--- config.mk ---
export PLATFORM = sky130hd
export DESIGN_NAME = acc_alu
export DESIGN_NICKNAME = d
export VERILOG_FILES = /design/src/rtl/acc_alu_pkg.sv /design/src/rtl/acc_addsub.sv /design/src/rtl/acc_daa.sv /design/src/rtl/acc_flaggen.sv /design/src/rtl/acc_alu.sv
export SDC_FILE = /design/constraint.sdc
export NUM_CORES = 1
export LEC_CHECK = 0
export BUFFER_PORTS_ARGS = -buffer_cell sky130_fd_sc_hd__buf_2
export CAP_MARGIN = 25
export CORE_MARGIN = 5
export CORE_UTILIZATION = 32
export DETAILED_ROUTE_END_ITERATION = 8
export PLACE_DENSITY_LB_ADDON = 0.12
export SLEW_MARGIN = 20
export SYNTH_ARGS = -nofsm -noshare
export SYNTH_HDL_FRONTEND = slang
export SYNTH_SLANG_ARGS = --single-unit
--- constraint.sdc ---
create_clock -name clk -period 7.52 [get_ports clk]
set_input_delay 1.128 -clock clk [delete_from_list [all_inputs] [get_ports clk]]
set_output_delay 1.128 -clock clk [all_outputs]
set_load 0.01 [all_outputs]
--- src/rtl/acc_alu_pkg.sv ---
package acc_alu_pkg;
   localparam int FLAG_N = 5;
   localparam int FL_CY  = 0;
   localparam int FL_P   = 1;
   localparam int FL_AC  = 2;
   localparam int FL_Z   = 3;
   localparam int FL_S   = 4;

   typedef enum logic [2:0] {
      OP_ADD  = 3'd0,
      OP_ADC  = 3'd1,
      OP_SUB  = 3'd2,
      OP_SBB  = 3'd3,
      OP_INC  = 3'd4,
      OP_DEC  = 3'd5,
      OP_DAA  = 3'd6,
      OP_HOLD = 3'd7
   } alu_op_e;
endpackage

--- src/rtl/acc_addsub.sv ---
module acc_addsub #(
   parameter int W     = 8,
   parameter int NIB_W = 4
) (
   input  logic [W-1:0] a,
   input  logic [W-1:0] b,
   input  logic         cin,
   input  logic         sub,
   output logic [W-1:0] sum,
   output logic         c_hi,
   output logic         c_nib
);
   localparam int NIB_EXT = NIB_W + 1;

   if (NIB_W < 1 || NIB_W >= W) begin : g_bad_nib
      $error("acc_addsub: NIB_W must lie between 1 and W-1");
   end

   logic [W-1:0]       b_eff;
   logic               c_eff;
   logic [W:0]         full;
   logic [NIB_EXT-1:0] low;

   always_comb begin
      b_eff = sub ? ~b : b;
      c_eff = sub ? ~cin : cin;
      full  = {1'b0, a} + {1'b0, b_eff} + {{W{1'b0}}, c_eff};
      low   = {1'b0, a[NIB_W-1:0]} + {1'b0, b_eff[NIB_W-1:0]} + {{NIB_W{1'b0}}, c_eff};
      sum   = full[W-1:0];
      c_hi  = full[W] ^ sub;
      c_nib = low[NIB_W] ^ sub;
   end


   always_comb begin
      if (!sub && c_hi)
         add_wrap_chk: assert (sum <= a) else $error("add carry without wrap");
   end


   always_comb begin
      if (sub && c_hi)
         sub_wrap_chk: assert (sum >= a) else $error("borrow without wrap");
   end
endmodule

--- src/rtl/acc_daa.sv ---
module acc_daa #(
   parameter int W = 8
) (
   input  logic [W-1:0] acc,
   input  logic         ac_in,
   input  logic         cy_in,
   output logic [W-1:0] adj,
   output logic         ac_out,
   output logic         cy_out
);
   localparam int NIB_W   = W / 2;
   localparam int DIG_MAX = 9;
   localparam logic [NIB_W-1:0] FIX = NIB_W'(6);
   localparam logic [NIB_W-1:0] LIM = NIB_W'(DIG_MAX);

   if (W != 8) begin : g_bad_w
      $error("acc_daa: two decimal digits need an 8-bit accumulator");
   end

   logic [NIB_W-1:0] lo, hi;
   logic             lo_fix, hi_fix;
   logic [W-1:0]     corr;
   logic             add_carry;

   always_comb begin
      lo     = acc[NIB_W-1:0];
      hi     = acc[W-1:NIB_W];
      lo_fix = (lo > LIM) || ac_in;
      hi_fix = (hi > LIM) || ((hi == LIM) && (lo > LIM)) || cy_in;
      corr   = {(hi_fix ? FIX : '0), (lo_fix ? FIX : '0)};
   end

   acc_addsub #(.W(W), .NIB_W(NIB_W)) u_fix_add (
      .a     (acc),
      .b     (corr),
      .cin   (1'b0),
      .sub   (1'b0),
      .sum   (adj),
      .c_hi  (add_carry),
      .c_nib (ac_out)
   );

   assign cy_out = hi_fix | add_carry;


   always_comb begin
      if ((!ac_in && (lo <= LIM)) || (ac_in && (lo <= NIB_W'(3))))
         daa_low_digit_chk: assert (adj[NIB_W-1:0] <= LIM) else $error("low digit not decimal");
   end
endmodule

--- src/rtl/acc_flaggen.sv ---
module acc_flaggen #(
   parameter int W = 8
) (
   input  logic [W-1:0] r,
   output logic         sign,
   output logic         zero,
   output logic         par_even
);
   logic [W:0] chain;
   assign chain[0] = 1'b1;

   for (genvar i = 0; i < W; i++) begin : g_par
      assign chain[i+1] = chain[i] ^ r[i];
   end

   assign par_even = chain[W];
   assign zero     = ~|r;
   assign sign     = r[W-1];
endmodule

--- src/rtl/acc_alu.sv ---
module acc_alu
   import acc_alu_pkg::*;
#(
   parameter int DATA_W = 8
) (
   input  logic              clk,
   input  logic              rst,
   input  logic              op_valid,
   input  logic [2:0]        op_sel,
   input  logic [DATA_W-1:0] acc_in,
   input  logic [DATA_W-1:0] opnd_in,
   output logic [DATA_W-1:0] result,
   output logic [FLAG_N-1:0] flags_new,
   output logic [FLAG_N-1:0] flag_we,
   output logic [FLAG_N-1:0] flags_q
);
   localparam int NIB_W = DATA_W / 2;
   localparam logic [FLAG_N-1:0] WE_ALL  = '1;
   localparam logic [FLAG_N-1:0] WE_NOCY = WE_ALL & ~(FLAG_N'(1) << FL_CY);

   if (DATA_W != 8) begin : g_bad_width
      $error("acc_alu: DATA_W must be 8");
   end

   alu_op_e op;
   assign op = alu_op_e'(op_sel);

   logic              incdec, ar_sub, ar_cin, ar_hi, ar_nib;
   logic [DATA_W-1:0] ar_a, ar_b, ar_sum;
   logic [DATA_W-1:0] daa_adj;
   logic              daa_ac, daa_cy;
   logic              f_s, f_z, f_p;

   always_comb begin
      incdec = (op == OP_INC) || (op == OP_DEC);
      ar_sub = (op == OP_SUB) || (op == OP_SBB) || (op == OP_DEC);
      ar_a   = incdec ? opnd_in : acc_in;
      ar_b   = incdec ? '0 : opnd_in;
      unique case (op)
         OP_ADC, OP_SBB: ar_cin = flags_q[FL_CY];
         OP_INC, OP_DEC: ar_cin = 1'b1;
         default:        ar_cin = 1'b0;
      endcase
   end

   acc_addsub #(.W(DATA_W), .NIB_W(NIB_W)) u_arith (
      .a     (ar_a),
      .b     (ar_b),
      .cin   (ar_cin),
      .sub   (ar_sub),
      .sum   (ar_sum),
      .c_hi  (ar_hi),
      .c_nib (ar_nib)
   );

   acc_daa #(.W(DATA_W)) u_daa (
      .acc    (acc_in),
      .ac_in  (flags_q[FL_AC]),
      .cy_in  (flags_q[FL_CY]),
      .adj    (daa_adj),
      .ac_out (daa_ac),
      .cy_out (daa_cy)
   );

   always_comb begin
      unique case (op)
         OP_DAA:  result = daa_adj;
         OP_HOLD: result = acc_in;
         default: result = ar_sum;
      endcase
   end

   acc_flaggen #(.W(DATA_W)) u_flags (
      .r        (result),
      .sign     (f_s),
      .zero     (f_z),
      .par_even (f_p)
   );

   always_comb begin
      flags_new = flags_q;
      flag_we   = '0;
      if (op != OP_HOLD) begin
         flags_new[FL_S] = f_s;
         flags_new[FL_Z] = f_z;
         flags_new[FL_P] = f_p;
         if (op == OP_DAA) begin
            flags_new[FL_AC] = daa_ac;
            flags_new[FL_CY] = daa_cy;
         end else begin
            flags_new[FL_AC] = ar_nib;
            flags_new[FL_CY] = incdec ? flags_q[FL_CY] : ar_hi;
         end
         flag_we = incdec ? WE_NOCY : WE_ALL;
      end
   end

   for (genvar i = 0; i < FLAG_N; i++) begin : g_flag_bit
      always_ff @(posedge clk) begin
         if (rst)
            flags_q[i] <= 1'b0;
         else if (op_valid && flag_we[i])
            flags_q[i] <= flags_new[i];
      end
   end


   hold_when_idle_chk: assert property (@(posedge clk) disable iff (rst)
      !op_valid |=> $stable(flags_q));


   incdec_keeps_cy_chk: assert property (@(posedge clk) disable iff (rst)
      (op_valid && (op_sel == OP_INC || op_sel == OP_DEC)) |=> $stable(flags_q[FL_CY]));


   zero_flag_chk: assert property (@(posedge clk) disable iff (rst)
      (op_valid && flag_we[FL_Z]) |=> (flags_q[FL_Z] == ($past(result) == '0)));


   hold_code_chk: assert property (@(posedge clk) disable iff (rst)
      (op_valid && op_sel == OP_HOLD) |=> $stable(flags_q));


   reset_clear_chk: assert property (@(posedge clk)
      rst |=> (flags_q == '0));
endmodule

==> results by group <==
Power and ir drop
  • Peak VDD IR: 59.57 uV
  • P_leak: 0.8343 nW
  • Total power: between 0.0003 and 0.0004 W
  • Power density cells: roughly 180 nW/um2

Timing
  • Finish-stage setup viols: 0
  • Unrepaired setup endpoints after global routing: no
  • FMAX: 163.0 MHz
  • Clock skew: 0.0006096 ns
  • Max-slew violation count: 0
  • Final Hold Vio Count: 0
  • Minimum clock period: 6.136 ns
  • Worst slew pin tran: 0.5980 ns
  • Tcrit/Tclk final: 0.8160
  • Final TNS setup: 0 ns
  • Rel. slew slack: 0.6004

Synthesis
  • Syn Area/Cell: 7.004 um2
  • Synth Area in Adders: 0.1245
  • Syn Std Cell Area: 1688 um2
  • Post-synthesis register bit count: 5
  • Post-synth EDFFs: 0
  • Main synth FF type: dfxtp_1
  • Dominant cell type by area after synthesis: ha_1
  • Synth area leaders: ha_1 8.9%, xnor2_1 8.8%, nand2_1 6.2%, dfxtp_1 5.9%, a21oi_1 5.0%
  • Cells after synthesis: 241
  • Mux share of post-synthesis cell area: 0.06968
  • Commonest cells post-synth: 28 x nand2_1, 17 x a21oi_1, 17 x xnor2_1
  • Synth Area in Compound Gates: 0.2898
  • Fraction of registers with async set/reset: 0
  • Largest family of logic cells by synthesized area: compound AO/OA/AOI/OAI gates
  • Simple-gate portion of the synthesized area: 0.2402
  • Xor and xnor area share after synthesis: 0.1245
  • Register area share after synthesis: 0.05930
  • Synth Net Count: 278
  • Share of the synthesized area in the top cell type: 0.08895
  • Syn. warnings: 0
  • Netlist cell types: 52
  • Most common cell in the synthesized netlist: nand2_1

GRT
  • Vias in the first global route: about 1600
  • First-pass GRT wire length: 8073 um
  • Gr ovfl total: 0
  • Largest net degree at the start of global routing: 27
  • Initial antenna violation count: 0
  • GR Util All Layers: 0.1512

Flow run
  • Max cap viols: 0

Layout
  • # diodes: 0
  • Max reg flops: 5
  • Layout area overhead: 14.38%
  • Largest Register: flags_q
  • Nets: 306
  • FF+latch area: 100.1 um2
  • Largest regs: flags_q (5)
  • Core Util, Final: 0.3780
  • Layout cells sized above 1: 0.2090
  • Layout fillers: 615
  • Multi-input logic area: 1433 um2
  • Layout Cells excl Fill: 338

Clock tree
  • CTS resizes: 0
  • Clock root cell: clkbuf_8
  • Worst-path clk slew: 0.04 ns
  • Htree depth: 1
  • Setup bufs post-CTS: 0
  • Later-pin clock latency in the skew report: 0.22 ns
  • Clock Sinks: 5
  • TritonCTS Buffers: 3
  • Clock Tree Buf Depth: 2
  • CTS Hold Bufs: 0
  • CTS tree: built

Placed design
  • Port bufs: 44
  • Placed cells: 334
  • Routability cong.: about 0.8
  • Dpl hpwl: 3948 um

Route
  • Residual DRC: 0
  • First DRT Iteration DRCs: 86
  • Antenna Nets Post-Route: 0
  • DR pass1 iterations: 4
  • Via Count: 1736
  • WL/cell: 14.52 um
  • Final wirelength: 4909 um
  • Vias per inst: 5.136

Setup path
  • Worst EP required: 6.39 ns
  • Worst-path fanout max: 15
  • Largest delay share family, worst path: adder cells
  • Critical path cell sequence: buf_2, inv_1, nand2_1, mux2i_1, fa_1, fa_1, nand2_1, nand2_1, ha_1, nor3b_1, o21ai_1, o2111ai_1, xor2_1, xnor2_1, xnor2_1, mux2i_1, buf_2
  • Reg-to-Reg Start: flags_q[0]
  • Crit path kind: in2out
  • Worst reg2reg endpoint: flags_q[1]
  • Arr. time, crit path: 5.01 ns
  • Slowest cell on crit path: fa_1
  • Crit-path most repeated cell: nand2_1
  • Crit. End Element: output pin
  • Buf/Inv on CP: 3
  • Slowest stage delay, CP: 0.49 ns
  • CP Launch Type: input pin
  • Reg2reg setup slack: 4.02 ns
  • R2R cell count: 15

Die
  • Die height: a little over 80 um
  • Top Ports: 45
  • Placeable Area: 5107 um2
  • Die Area: 6827 um2
  • Die X-Extent: 82.63 um
  • Row Count: 26
  • Initial core utilization: 0.3305

Hold path
  • Hold Path Stages: 2
  • Hold_sp: flags_q[3]
  • Endpoint, Worst Hold: flags_q[3]
  • Class of the worst hold path: reg2reg

Status
  • Status: finished clean
layer usage:
metal / global-route usage / routed length, um
met1: 0.2195 / 2416
met4: 0.009804 / 0
met2: 0.2444 / 2252
met3: 0.02386 / 240
met5: 0 / 0
power breakdown:
| group | switching [W] | leakage [nW] | internal (W) |
|---|---|---|---|
| sequential | 0.00000300 | 0.0411 | 0.0000311 |
| clock | 0.0000140 | 0.0228 | 0.0000365 |
| combinational | 0.000150 | 0.771 | 0.000121 |
worst reg2reg max path, cell delays in order, from the launching register on:
cell and delay [ns]:
dfxtp_1 0.46, nand2_1 0.12, xnor2_1 0.16, o21ai_0 0.12, fa_1 0.45, fa_1 0.44
nand2_1 0.07, nand2_1 0.08, ha_1 0.36, nor3b_1 0.16, o21ai_1 0.15, o2111ai_1 0.14
xor2_1 0.17, xnor2_1 0.26, nand3b_1 0.15, o311ai_1 0.09
final cells by class:
| cell class | count | share of cell area |
|---|---|---|
| Multi-Input combinational cell | 203 | 0.7421 |
| Sequential cell | 5 | 0.05185 |
| Timing Repair Buffer | 44 | 0.1141 |
| Tap cell | 70 | 0.04537 |
| Inverter | 12 | 0.02333 |
| Clock buffer | 4 | 0.02333 |
worst max-delay path by stage:
| stage | start | to | slack (ns) | cells past startpoint |
|---|---|---|---|---|
| floorplan | op_sel[0] | flags_new[1] | 1.73 | 17 |
| global placement | op_sel[1] | flags_new[1] | 1.40 | 17 |
| detailed placement | op_sel[1] | flags_new[1] | 1.35 | 17 |
| CTS | op_sel[1] | flags_new[1] | 1.34 | 17 |
| global route | op_sel[1] | flags_new[1] | 1.05 | 17 |
| finish | op_sel[1] | flags_new[1] | 1.38 | 17 |
stage by stage:
step	setup slack, ns	hold WS, ns	area [um2]
after global placement	1.400	0.4725	1886
after floorplan	1.732	0.4569	1688
after global routing	1.052	0.4948	1931
after detailed placement	1.346	0.4704	1886
final	1.384	0.4829	1931
after CTS	1.336	0.4864	1931
cell usage in the layout, fill, tap and decap left out, types with 2 or more instances in the layout:
cell type / synthesis / layout
dfxtp_1: 5 / 5
xor2_1: 7 / 7
nor2b_1: 2 / 2
a31oi_1: 2 / 2
nand2b_1: 6 / 6
nor3_1: 3 / 3
inv_1: 12 / 12
o21ai_0: 13 / 13
nand3b_1: 3 / 3
nor3b_1: 4 / 4
o21a_1: 5 / 5
ha_1: 12 / 12
and2_1: 2 / 2
or2_1: 3 / 3
nand3_1: 7 / 7
nor2_1: 13 / 13
nand4b_1: 2 / 2
clkbuf_8: 0 / 3
a21o_1: 4 / 4
mux2i_1: 5 / 5
o2111ai_1: 2 / 2
buf_2: 7 / 44
xnor2_1: 17 / 17
mux2_2: 6 / 6
o21ai_1: 6 / 6
o211ai_1: 10 / 10
nand2_1: 28 / 28
a21oi_1: 17 / 17
fa_1: 3 / 3
cells by family after synthesis:
group,count (synthesis)
muxes,11
xor gates and xnor gates,24
DFF,5
buffers and inverters,33
adders and majority gates,15
and+or+nand+nor,79
AOI/OAI and AO/OA,74
Note: power is estimated with default switching activity, not from simulation.
